`src/rtl/periph_bridge.sv`:
```
module periph_bridge #(
  parameter int AW       = 32,
  parameter int PRW      = 22,
  parameter int PAW      = 16,
  parameter int DW       = 32,
  parameter int FSEL_BIT = 16
) (
  input  logic           clk,
  input  logic           rst_n,
  input  logic           wr_req,
  input  logic [AW-1:0]  wr_addr,
  input  logic [DW-1:0]  wr_data,
  input  logic           wr_w32,
  output logic           wr_done,
  input  logic           rd_req,
  input  logic [AW-1:0]  rd_addr,
  input  logic           rd_w32,
  output logic           rd_done,
  input  logic           pf_req,
  input  logic [PRW-1:0] pf_addr,
  input  logic           pf_w32,
  output logic           pf_done,
  output logic [DW-1:0]  rdata,
  output logic [PAW-1:0] p_addr,
  output logic [1:0]     p_fsel,
  output logic           p_stb,
  output logic           p_we,
  output logic           p_w32,
  output logic [DW-1:0]  p_wdata,
  input  logic [DW-1:0]  p_rdata
);
  localparam int HW = DW / 2;

  typedef enum logic [1:0] {S_IDLE, S_ADDR, S_DATA} st_t;

  st_t           st;
  logic [2:0]    src_oh, done_r;
  logic [PAW-1:0] a_lat;
  logic          narrow, w32, beat;
  logic [DW-1:0] wd_lat, rd_q;
  logic [HW-1:0] lo_q;

  logic          busy, split, grant;
  logic [2:0]    g_oh;
  logic [AW-1:0] g_addr;
  logic          g_w32;

  assign busy  = (st != S_IDLE);
  assign split = narrow && w32;
  assign grant = (st == S_IDLE) && (done_r == 3'b000) && (wr_req || rd_req || pf_req);

  assign g_oh   = wr_req ? 3'b001 : (rd_req ? 3'b010 : 3'b100);
  assign g_addr = wr_req ? wr_addr : (rd_req ? rd_addr : {{(AW-PRW){1'b0}}, pf_addr});
  assign g_w32  = wr_req ? wr_w32 : (rd_req ? rd_w32 : pf_w32);

  always_ff @(posedge clk) begin
    if (!rst_n) begin
      st     <= S_IDLE;
      src_oh <= 3'b000;
      done_r <= 3'b000;
      a_lat  <= '0;
      narrow <= 1'b0;
      w32    <= 1'b0;
      beat   <= 1'b0;
      wd_lat <= '0;
      rd_q   <= '0;
      lo_q   <= '0;
    end else begin
      done_r <= 3'b000;
      case (st)
        S_IDLE: if (grant) begin
          st     <= S_ADDR;
          src_oh <= g_oh;
          a_lat  <= g_addr[PAW-1:0];
          narrow <= g_addr[FSEL_BIT];
          w32    <= g_w32;
          wd_lat <= wr_data;
          beat   <= 1'b0;
        end
        S_ADDR: st <= S_DATA;
        S_DATA: begin
          if (!src_oh[0]) begin
            if (split && !beat)  lo_q <= p_rdata[HW-1:0];
            else if (split)      rd_q <= {p_rdata[HW-1:0], lo_q};
            else if (w32)        rd_q <= p_rdata;
            else                 rd_q <= {{HW{1'b0}}, p_rdata[HW-1:0]};
          end
          if (split && !beat) begin
            beat <= 1'b1;
            st   <= S_ADDR;
          end else begin
            st     <= S_IDLE;
            done_r <= src_oh;
          end
        end
        default: st <= S_IDLE;
      endcase
    end
  end

  assign p_stb   = (st == S_ADDR);
  assign p_fsel  = busy ? (narrow ? 2'b10 : 2'b01) : 2'b00;
  assign p_we    = busy && src_oh[0];
  assign p_w32   = busy && w32 && !narrow;
  assign p_addr  = a_lat + {{(PAW-1){1'b0}}, beat};
  assign p_wdata = !p_we           ? '0 :
                   split           ? {{HW{1'b0}}, (beat ? wd_lat[DW-1:HW] : wd_lat[HW-1:0])} :
                   w32             ? wd_lat :
                                     {{HW{1'b0}}, wd_lat[HW-1:0]};

  assign wr_done = done_r[0];
  assign rd_done = done_r[1];
  assign pf_done = done_r[2];
  assign rdata   = rd_q;

  p_reset_quiet_r1: assert property (@(posedge clk) !rst_n |=> (!p_stb && p_fsel == 2'b00 && done_r == 3'b000));
  p_stb_hold_r2: assert property (@(posedge clk) disable iff (!rst_n)
    p_stb |=> (!p_stb && $stable(p_addr) && $stable(p_fsel) && $stable(p_wdata)));
  p_done_after_data_r2: assert property (@(posedge clk) disable iff (!rst_n)
    (wr_done || rd_done || pf_done) |-> ($past(p_fsel != 2'b00 && !p_stb) && p_fsel == 2'b00));
  p_fsel_onehot_r3: assert property (@(posedge clk) disable iff (!rst_n) $onehot0(p_fsel));
  p_write_first_r7: assert property (@(posedge clk) disable iff (!rst_n)
    (st == S_IDLE && done_r == 3'b000 && wr_req) |=> (p_stb && p_we));
  p_done_single_r9: assert property (@(posedge clk) disable iff (!rst_n)
    $onehot0({wr_done, rd_done, pf_done}));
  p_narrow_no32_r10: assert property (@(posedge clk) disable iff (!rst_n) p_fsel[1] |-> !p_w32);
endmodule

```
`config.mk`:
```
export PLATFORM = sky130hd
export DESIGN_NAME = periph_bridge
export DESIGN_NICKNAME = d
export VERILOG_FILES = /design/src/rtl/periph_bridge.sv
export SDC_FILE = /design/constraint.sdc
export NUM_CORES = 1
export LEC_CHECK = 0
export ABC_CLOCK_PERIOD_IN_PS = 2650
export BUFFER_PORTS_ARGS = -buffer_cell sky130_fd_sc_hd__buf_4
export CELL_PAD_IN_SITES_DETAIL_PLACEMENT = 0
export CELL_PAD_IN_SITES_GLOBAL_PLACEMENT = 1
export CORE_AREA = 8 8 161 118
export DETAILED_ROUTE_END_ITERATION = 8
export DIE_AREA = 0 0 169 126
export PLACE_DENSITY_LB_ADDON = 0.2
export SLEW_MARGIN = 0
export SYNTH_ARGS = -nofsm -noshare
export SYNTH_HDL_FRONTEND = slang
export SYNTH_SLANG_ARGS = --single-unit
```
`constraint.sdc`:
```
create_clock -name clk -period 2.65 [get_ports clk]
set_clock_uncertainty 0.15 [all_clocks]
set_input_delay 0.265 -clock clk [delete_from_list [all_inputs] [get_ports clk]]
set_output_delay 0.265 -clock clk [all_outputs]
set_load 0.005 [all_outputs]
```
# Yosys cells after proc, flatten, opt, wreduce, memory -nomap -nowiden
# Index checks and enable logic that the tools add are counted.
[word_totals]
regBits = 107
in_bits = 158
output_inout_bits = 88
wordCells = 59
[op_classes]
add_sub_neg = 1
eq_ne = 4
mux = 20
bitwise = 4
n_reduce_logical = 20
[op_table]
columns = ["op", "n"]
rows = [
  ["two-way mux 32 bit", 5],
  ["two-way mux 17 bit", 2],
  ["adder 16 x 1 -> 16 bit", 1],
  ["two-way mux 16 bit", 1],
  ["AND reduction 3 bit", 3],
  ["logical AND 1 bit", 7],
  ["two-way mux 2 bit", 3],
  ["two-way mux 3 bit", 2],
  ["one-hot mux 2 bit (3 select lines)", 1],
  ["two-way mux 1 bit", 5],
  ["!= test 2 bit (second input constant)", 2],
  ["NOT 1 bit", 4],
  ["nonzero test 2 bit", 2],
  ["logical NOT 3 bit", 1],
  ["OR reduction 3 bit", 1],
  ["equality test 2 x 1 -> 1 bit (second input constant)", 1],
  ["equality test 2 bit (second input constant)", 1],
  ["logical NOT 1 bit", 2],
  ["logical NOT 2 bit", 1],
  ["logical OR 1 bit", 2],
  ["one-hot mux 1 bit (2 select lines)", 1],
  ["AND reduction 2 bit", 1],
]

# Logic depth before layout (Yosys ltp)
# Gate-level depths: netlist of run 1.
[logic_depth]
word_depth = 5
ltp_mapped = 7
mapped_depth_nobuf = 6

# Least setup slack after synthesis of run 1
# No wires, ideal clock.
[synth_timing]
path_type = "register to output"
start = "register beat"
end = "output port p_addr[14]"
t_arrival_ns = 1.442
t_required_ns = 2.235
slack_ns = 0.793
path_stages_with_launch = 7
n_path_buf = 0
path_cell_list = "dfxtp_1 -> ha_1 -> ha_1 -> nand3_1 -> nor2_1 -> nand4_1 -> xnor2_1"
[synth_between]
elab_chain_cells = 1
[synth_lines]
columns = ["element", "line_no", "rtl"]
rows = [
  ["start, declared", "39", "logic narrow, w32, beat;"],
  ["start signal, assigned", "64", "beat <= 1'b0;"],
  ["start signal, assigned", "78", "beat <= 1'b0;"],
  ["start signal, assigned", "89", "beat <= 1'b1;"],
  ["adder 16 x 1 -> 16 bit", "105", "assign p_addr = a_lat + {{(PAW-1){1'b0}}, beat};"],
  ["end, declared", "24", "output logic [PAW-1:0] p_addr,"],
]
# No other way between the ends.

# Final worst setup path of run 1
[layout_timing]
start = "register beat"
end = "output port p_addr[12]"
# Same word-level chain as after synthesis.

==> metrics.yaml, run 1 <==
synthesis:
  synth_cell_types: 37
  synth_largest_area_cell: "dfxtp_1"
  synth.most_common_cell: "nand2_1"
  synthArstFlopShare_pct: 0
  mappedNetlistNets: 833
  synth_top_area_share_pct: 40.26
  postSynthCellCount: 673
  ys_ff_latch: 107
  syn_area_um2: 5320
  synth_common_cells: "nand2_1, dfxtp_1, nand3_1"
  ys_seq_area_share_pct: 40.26
  syn_area_per_cell_um2: 7.905
  synth-edff-count: 0
  yosysWarnings: 0
  ys.flop_type: "dfxtp_1"
  netlist_top_cells_area: "dfxtp_1, nand2_1, nand3_1"
flow_run:
  drv_cap: 0
floorplan:
  die_h_um: 126
  pin_count: 246
  die-area_um2: 21290
  num_rows: 40
  core_area_um2: 16620
  die_x_um: 169
  floorplan.initialDensity_pct: 32.02
cts:
  cts_tree: "built"
  cts_buffer_depth: 2
  cts_htree_levels: 3
  clk_pin_slew_ns: 0.07
  insertion_delay_ns: 0.34
  cts_inserted_buffers: 9
  numClockSinks: 107
  cts_setup_buffers: 0
  cts-root-buf: "clkbuf_16"
routing:
  vias: 5312
  ant_nets: 0
  first_pass_iters: 5
  routedWlPerCell_um: 16.11
  vias_per_cell: 4.777
  drc: 0
  drt_wl_total_um: 17920
  first_iter_violations: 378
layout:
  fin_nets: 1037
  diodes: 0
  final_util_pct: 45.84
  areaGrowthSynthToFinish_pct: 43.18
  drive_gt1_share_pct: 29.40
  fillers: 1712
sta:
  fmax_mhz: 406.4
  fin_crit_sh_pct: 92.86
  rsz0062_at_grt: "false"
  worst_slew_pin_slew_ns: 0.7378
  setup_viol: 0
  max_slew_margin_pct: 50.80
  slew_viol_final: 0
  tns_ns: 0
  hold_viol: 0
  fin_crit_ns: 2.461
pwr:
  powerDensity_nw_per_um2: 504.5
  p_leak_uw: 0.003517
  irDropWorstVdd_mv: 0.3109
placed_design:
  dp_hpwl_um: 12990
  port_buffers: 210
  gp_congestion: 0.7742
worst_hold_path:
  hold_path_class: "input port to register"
grt:
  grt_antenna_before_repair: 0
  grt-ovfl-total: 0
  grt_pass1_wl_um: 28720
  grt_pass1_vias: 5376
  grt_max_degree: 105
  grt_usage_pct: 16.35
worst_setup_path:
  endpoint_kind: "output port"
  worstSetupPathType: "register to output port"
  critPathMaxFanout: 4
  cp-start-kind: "register"
  cp.required_ns: 2.24
  arrival_ns: 2.05
outcome:
  status: "finished, final reports clean"
-- metrics by stage --
| stage | instance area (µm²) | setup WS, ns | power (µW) | std cells | hold slack [ns] |
|---|---|---|---|---|---|
| final | 7617 | 0.1891 | 3843 | 1112 | 0.01173 |
| after global routing | 7617 | 0.02272 | 4064 | 1112 | 0.005317 |
| after CTS | 7610 | 0.04438 | 3906 | 1112 | 0.002342 |
| after detailed placement | 7049 | 0.4307 | 2580 | 1069 | 0.3027 |
| after floorplan | 5320 | 0.7929 | 2229 | 673 | 0.2454 |
| after global placement | 7049 | 0.4552 | 2562 | 1069 | 0.2967 |
-- final timing paths --
path	from	endpoint	slack [ns]	cells after the start
max reg2reg	st[1]	wd_lat[17]	0.60	5
min	wr_data[7]	wd_lat[7]	0.01	3
min reg2reg	wd_lat[9]	wd_lat[9]	0.31	2
max	beat	p_addr[12]	0.19	7
-- per-layer routing --
metal / share of wire [%] / track usage (%) / vias up
met4: 0.65 / 3.736 / 0
met3: 7.5 / 5.649 / 7
met5: 0 / 0 / -
met1: 46 / 21.22 / 2420
met2: 46 / 25.68 / 152
li1: - / - / 2733
-- cell type report --
class	count	area, µm²	area share (%)
repair buffers	252	1987	26.08
clock buffers	12	256.5	3.367
clock inverters	3	23.77	0.3121
multi-input cells	505	2912	38.22
inverters	2	7.507	0.09855
well taps	231	289.0	3.794
flip-flops and latches	107	2142	28.12
-- flip-flops by register name (all words and copies together), names as in the netlist, 2 cells and up --
register	flops
rdata	32
done_r	3
src_oh	3
st	2
wd_lat	32
lo_q	16
a_lat	16
-- cell families (layout without fill, tap and decap cells) --
family | Yosys count | in the layout | synth area share [%]
and+or+nand+nor | 314 | 314 | 27.70
AOI/OAI and AO/OA | 125 | 125 | 14.21
DFF | 107 | 107 | 40.26
buffers and inverters | 61 | 269 | 5.268
muxes | 50 | 50 | 9.784
xor gates and xnor gates | 14 | 14 | 2.305
adders and majority gates | 2 | 2 | 0.4703
-- cells in the final DEF, fill, tap and decap left out, types with 2 or more instances in the layout --
master	instances
nor2b_1	18
o21ai_0	58
a21oi_1	17
nor3b_1	2
inv_1	2
o21a_1	2
and3_1	17
xnor2_1	10
a21boi_0	16
buf_4	222
nor2_1	7
o211a_1	16
nand2_1	142
clkinvlp_4	2
mux2_2	16
o21ai_1	13
nand3_1	106
clkbuf_16	9
xor2_1	4
mux2i_1	34
clkbuf_8	2
and2_1	4
ha_1	2
dlygate4sd3_1	28
nor3_1	4
buf_12	2
nand4_1	4
dfxtp_1	107
-- critical path: stages (launching register included) --
cell,delay (ns)
dfxtp_1,0.36
ha_1,0.25
ha_1,0.21
nand3_1,0.16
nor2_2,0.20
nand2_1,0.10
xnor2_1,0.26
buf_4,0.17
-- power breakdown --
| part | switching (µW) | internal, µW |
|---|---|---|
| Combinational | 377 | 383 |
| Clock | 588 | 686 |
| Sequential | 92.0 | 1720 |
| Total | 1060 | 2790 |
-- what timing repair did --
action,CTS,global route
gates resized for setup,0,3
hold buffers,28,0
setup endpoints to repair,0,18
endpoints found under the hold margin,28,0
Note: power is estimated with default switching activity, not from simulation.
==> run 2: changes to the inputs <==
Settings changed: CELL_PAD_IN_SITES_DETAIL_PLACEMENT 0 to 1, CELL_PAD_IN_SITES_GLOBAL_PLACEMENT 1 to 2, CORE_AREA 8 8 161 118 to 8 8 184 134, DIE_AREA 0 0 169 126 to 0 0 192 142, GPL_TIMING_DRIVEN from default to 0.
==> metrics.yaml, run 2 (same netlist as run 1, synthesis figures left out) <==
outcome:
  status: "finished, final reports clean"
worst_hold_path:
  hold_path_class: "input port to register"
  worstHoldStart: "wr_data[26]"
grt:
  grt_pass1_wl_um: 34700
  grt_pass1_vias: 5862
  grt-ovfl-total: 0
  grt_usage_pct: 16.34
  grt_antenna_before_repair: 0
  grt_max_degree: 17
routing:
  ant_nets: 0
  routedWlPerCell_um: 18.65
  vias_per_cell: 4.656
  first_pass_iters: 4
  first_iter_violations: 212
  drc: 0
  drt_wl_total_um: 22610
  vias: 5643
worst_setup_path:
  worstReg2RegStart: "st[1]"
  cp.required_ns: 2.24
  endpoint_kind: "output port"
  critPathMaxFanout: 9
  worstSetupPathType: "register to output port"
  arrival_ns: 2.06
  cp-start-kind: "register"
  startpoint: "beat"
placed_design:
  dp_hpwl_um: 17770
  gp_congestion: 0.7298
  port_buffers: 210
  dp.cells: 1171
layout:
  drive_gt1_share_pct: 28.90
  fillers: 2699
  areaGrowthSynthToFinish_pct: 47.74
  diodes: 0
  final_cell_mix: "buf_4, nand2_1, dfxtp_1"
  multi_input_area_um2: 2922
  fin_nets: 1080
  mostFrequentLayoutCell: "buf_4"
  regArea_um2: 2146
  fin_cells: 1212
sta:
  setup_viol: 0
  fin_crit_ns: 2.477
  slew_viol_final: 0
  rsz0062_at_grt: "false"
  hold_viol: 0
  tns_ns: 0
  worst_slew_pin_slew_ns: 0.7714
  max_slew_margin_pct: 48.57
  fmax_mhz: 403.8
  fin_crit_sh_pct: 93.46
pwr:
  p_int_uw: 2903
  p_leak_uw: 0.003577
  p_sw_share_pct: 28.76
  pwr-share-clk_pct: 34.6
  irDropWorstVdd_mv: 0.2936
  powerDensity_nw_per_um2: 518.5
  comb_power_share_pct: 21.0
  seqPwrFrac_pct: 44.4
  p_sw_uw: 1172
cts:
  clk_pin_slew_ns: 0.07
  cts_tree: "built"
  cts_htree_levels: 3
  numClockSinks: 107
  insertion_delay_ns: 0.35
  cts_inserted_buffers: 9
  cts-root-buf: "clkbuf_16"
  cts_buffer_depth: 2
floorplan:
  floorplan.initialDensity_pct: 24.20
  pin_count: 246
  die-area_um2: 27260
  num_rows: 46
  die_x_um: 192
  core_area_um2: 21990
  die_h_um: 142
flow_run:
  drv_cap: 0
-- run 2: critical path: stages, from the launching register on --
cell	delay [ns]
dfxtp_4	0.41
ha_2	0.24
ha_1	0.22
nand3_2	0.14
nor2_4	0.19
nand4_1	0.13
xnor2_1	0.22
buf_4	0.15
-- run 2: final timing paths --
path                 to  slack (ns)  cells after the start
max          p_addr[14]        0.17                      7
min          wd_lat[26]       0.009                      3
max reg2reg   rdata[11]        0.25                      6
min reg2reg   wd_lat[2]        0.31                      2
-- run 2: power by group through the flow --
stage	Clock, µW	Combinational, µW	Sequential, µW
global route	1520	955	1830
CTS	1450	872	1810
floorplan	0	414	1810
finish	1410	856	1810
detailed placement	0	833	1850
global placement	0	832	1850
-- run 2: area by class of cell --
class / instances / share of cell area, %
buffer: 58 / 3.502
clock buffer: 11 / 3.216
clock inverter: 4 / 0.6367
inverter: 2 / 0.09551
multi-input combinational: 505 / 37.17
sequential: 107 / 27.30
tap: 288 / 4.585
timing repair buffer: 237 / 23.50
-- run 2: per-stage QoR --
stage	worst slack [ns]	instance area, µm²	power [µW]	util (%)	hold WS (ns)
after global placement	0.1332	7257	2677	33.01	0.2989
after global routing	0.02178	7860	4299	35.75	0.02338
after detailed placement	0.07510	7257	2678	33.01	0.3068
after floorplan	0.7929	5320	2229	-	0.2454
final	0.1732	7860	4075	35.75	0.008913
after CTS	0.002911	7836	4136	35.64	0.002027
-- run 2: routing by layer --
layer | GRT usage (%) | up-vias | part of all wire (%)
met5 | 0 | - | 0
met4 | 2.887 | 0 | 0.54
met3 | 4.089 | 8 | 5.7
met2 | 24.63 | 124 | 43
met1 | 23.34 | 2692 | 51
li1 | - | 2819 | -
-- run 2: timing repair --
item,4_1_cts,5_1_grt
endpoints found under the hold margin,27,0
hold buffers,27,0
setup endpoints to repair,17,29
buffers inserted,0,0
gates resized for setup,5,12
pin swaps,0,1
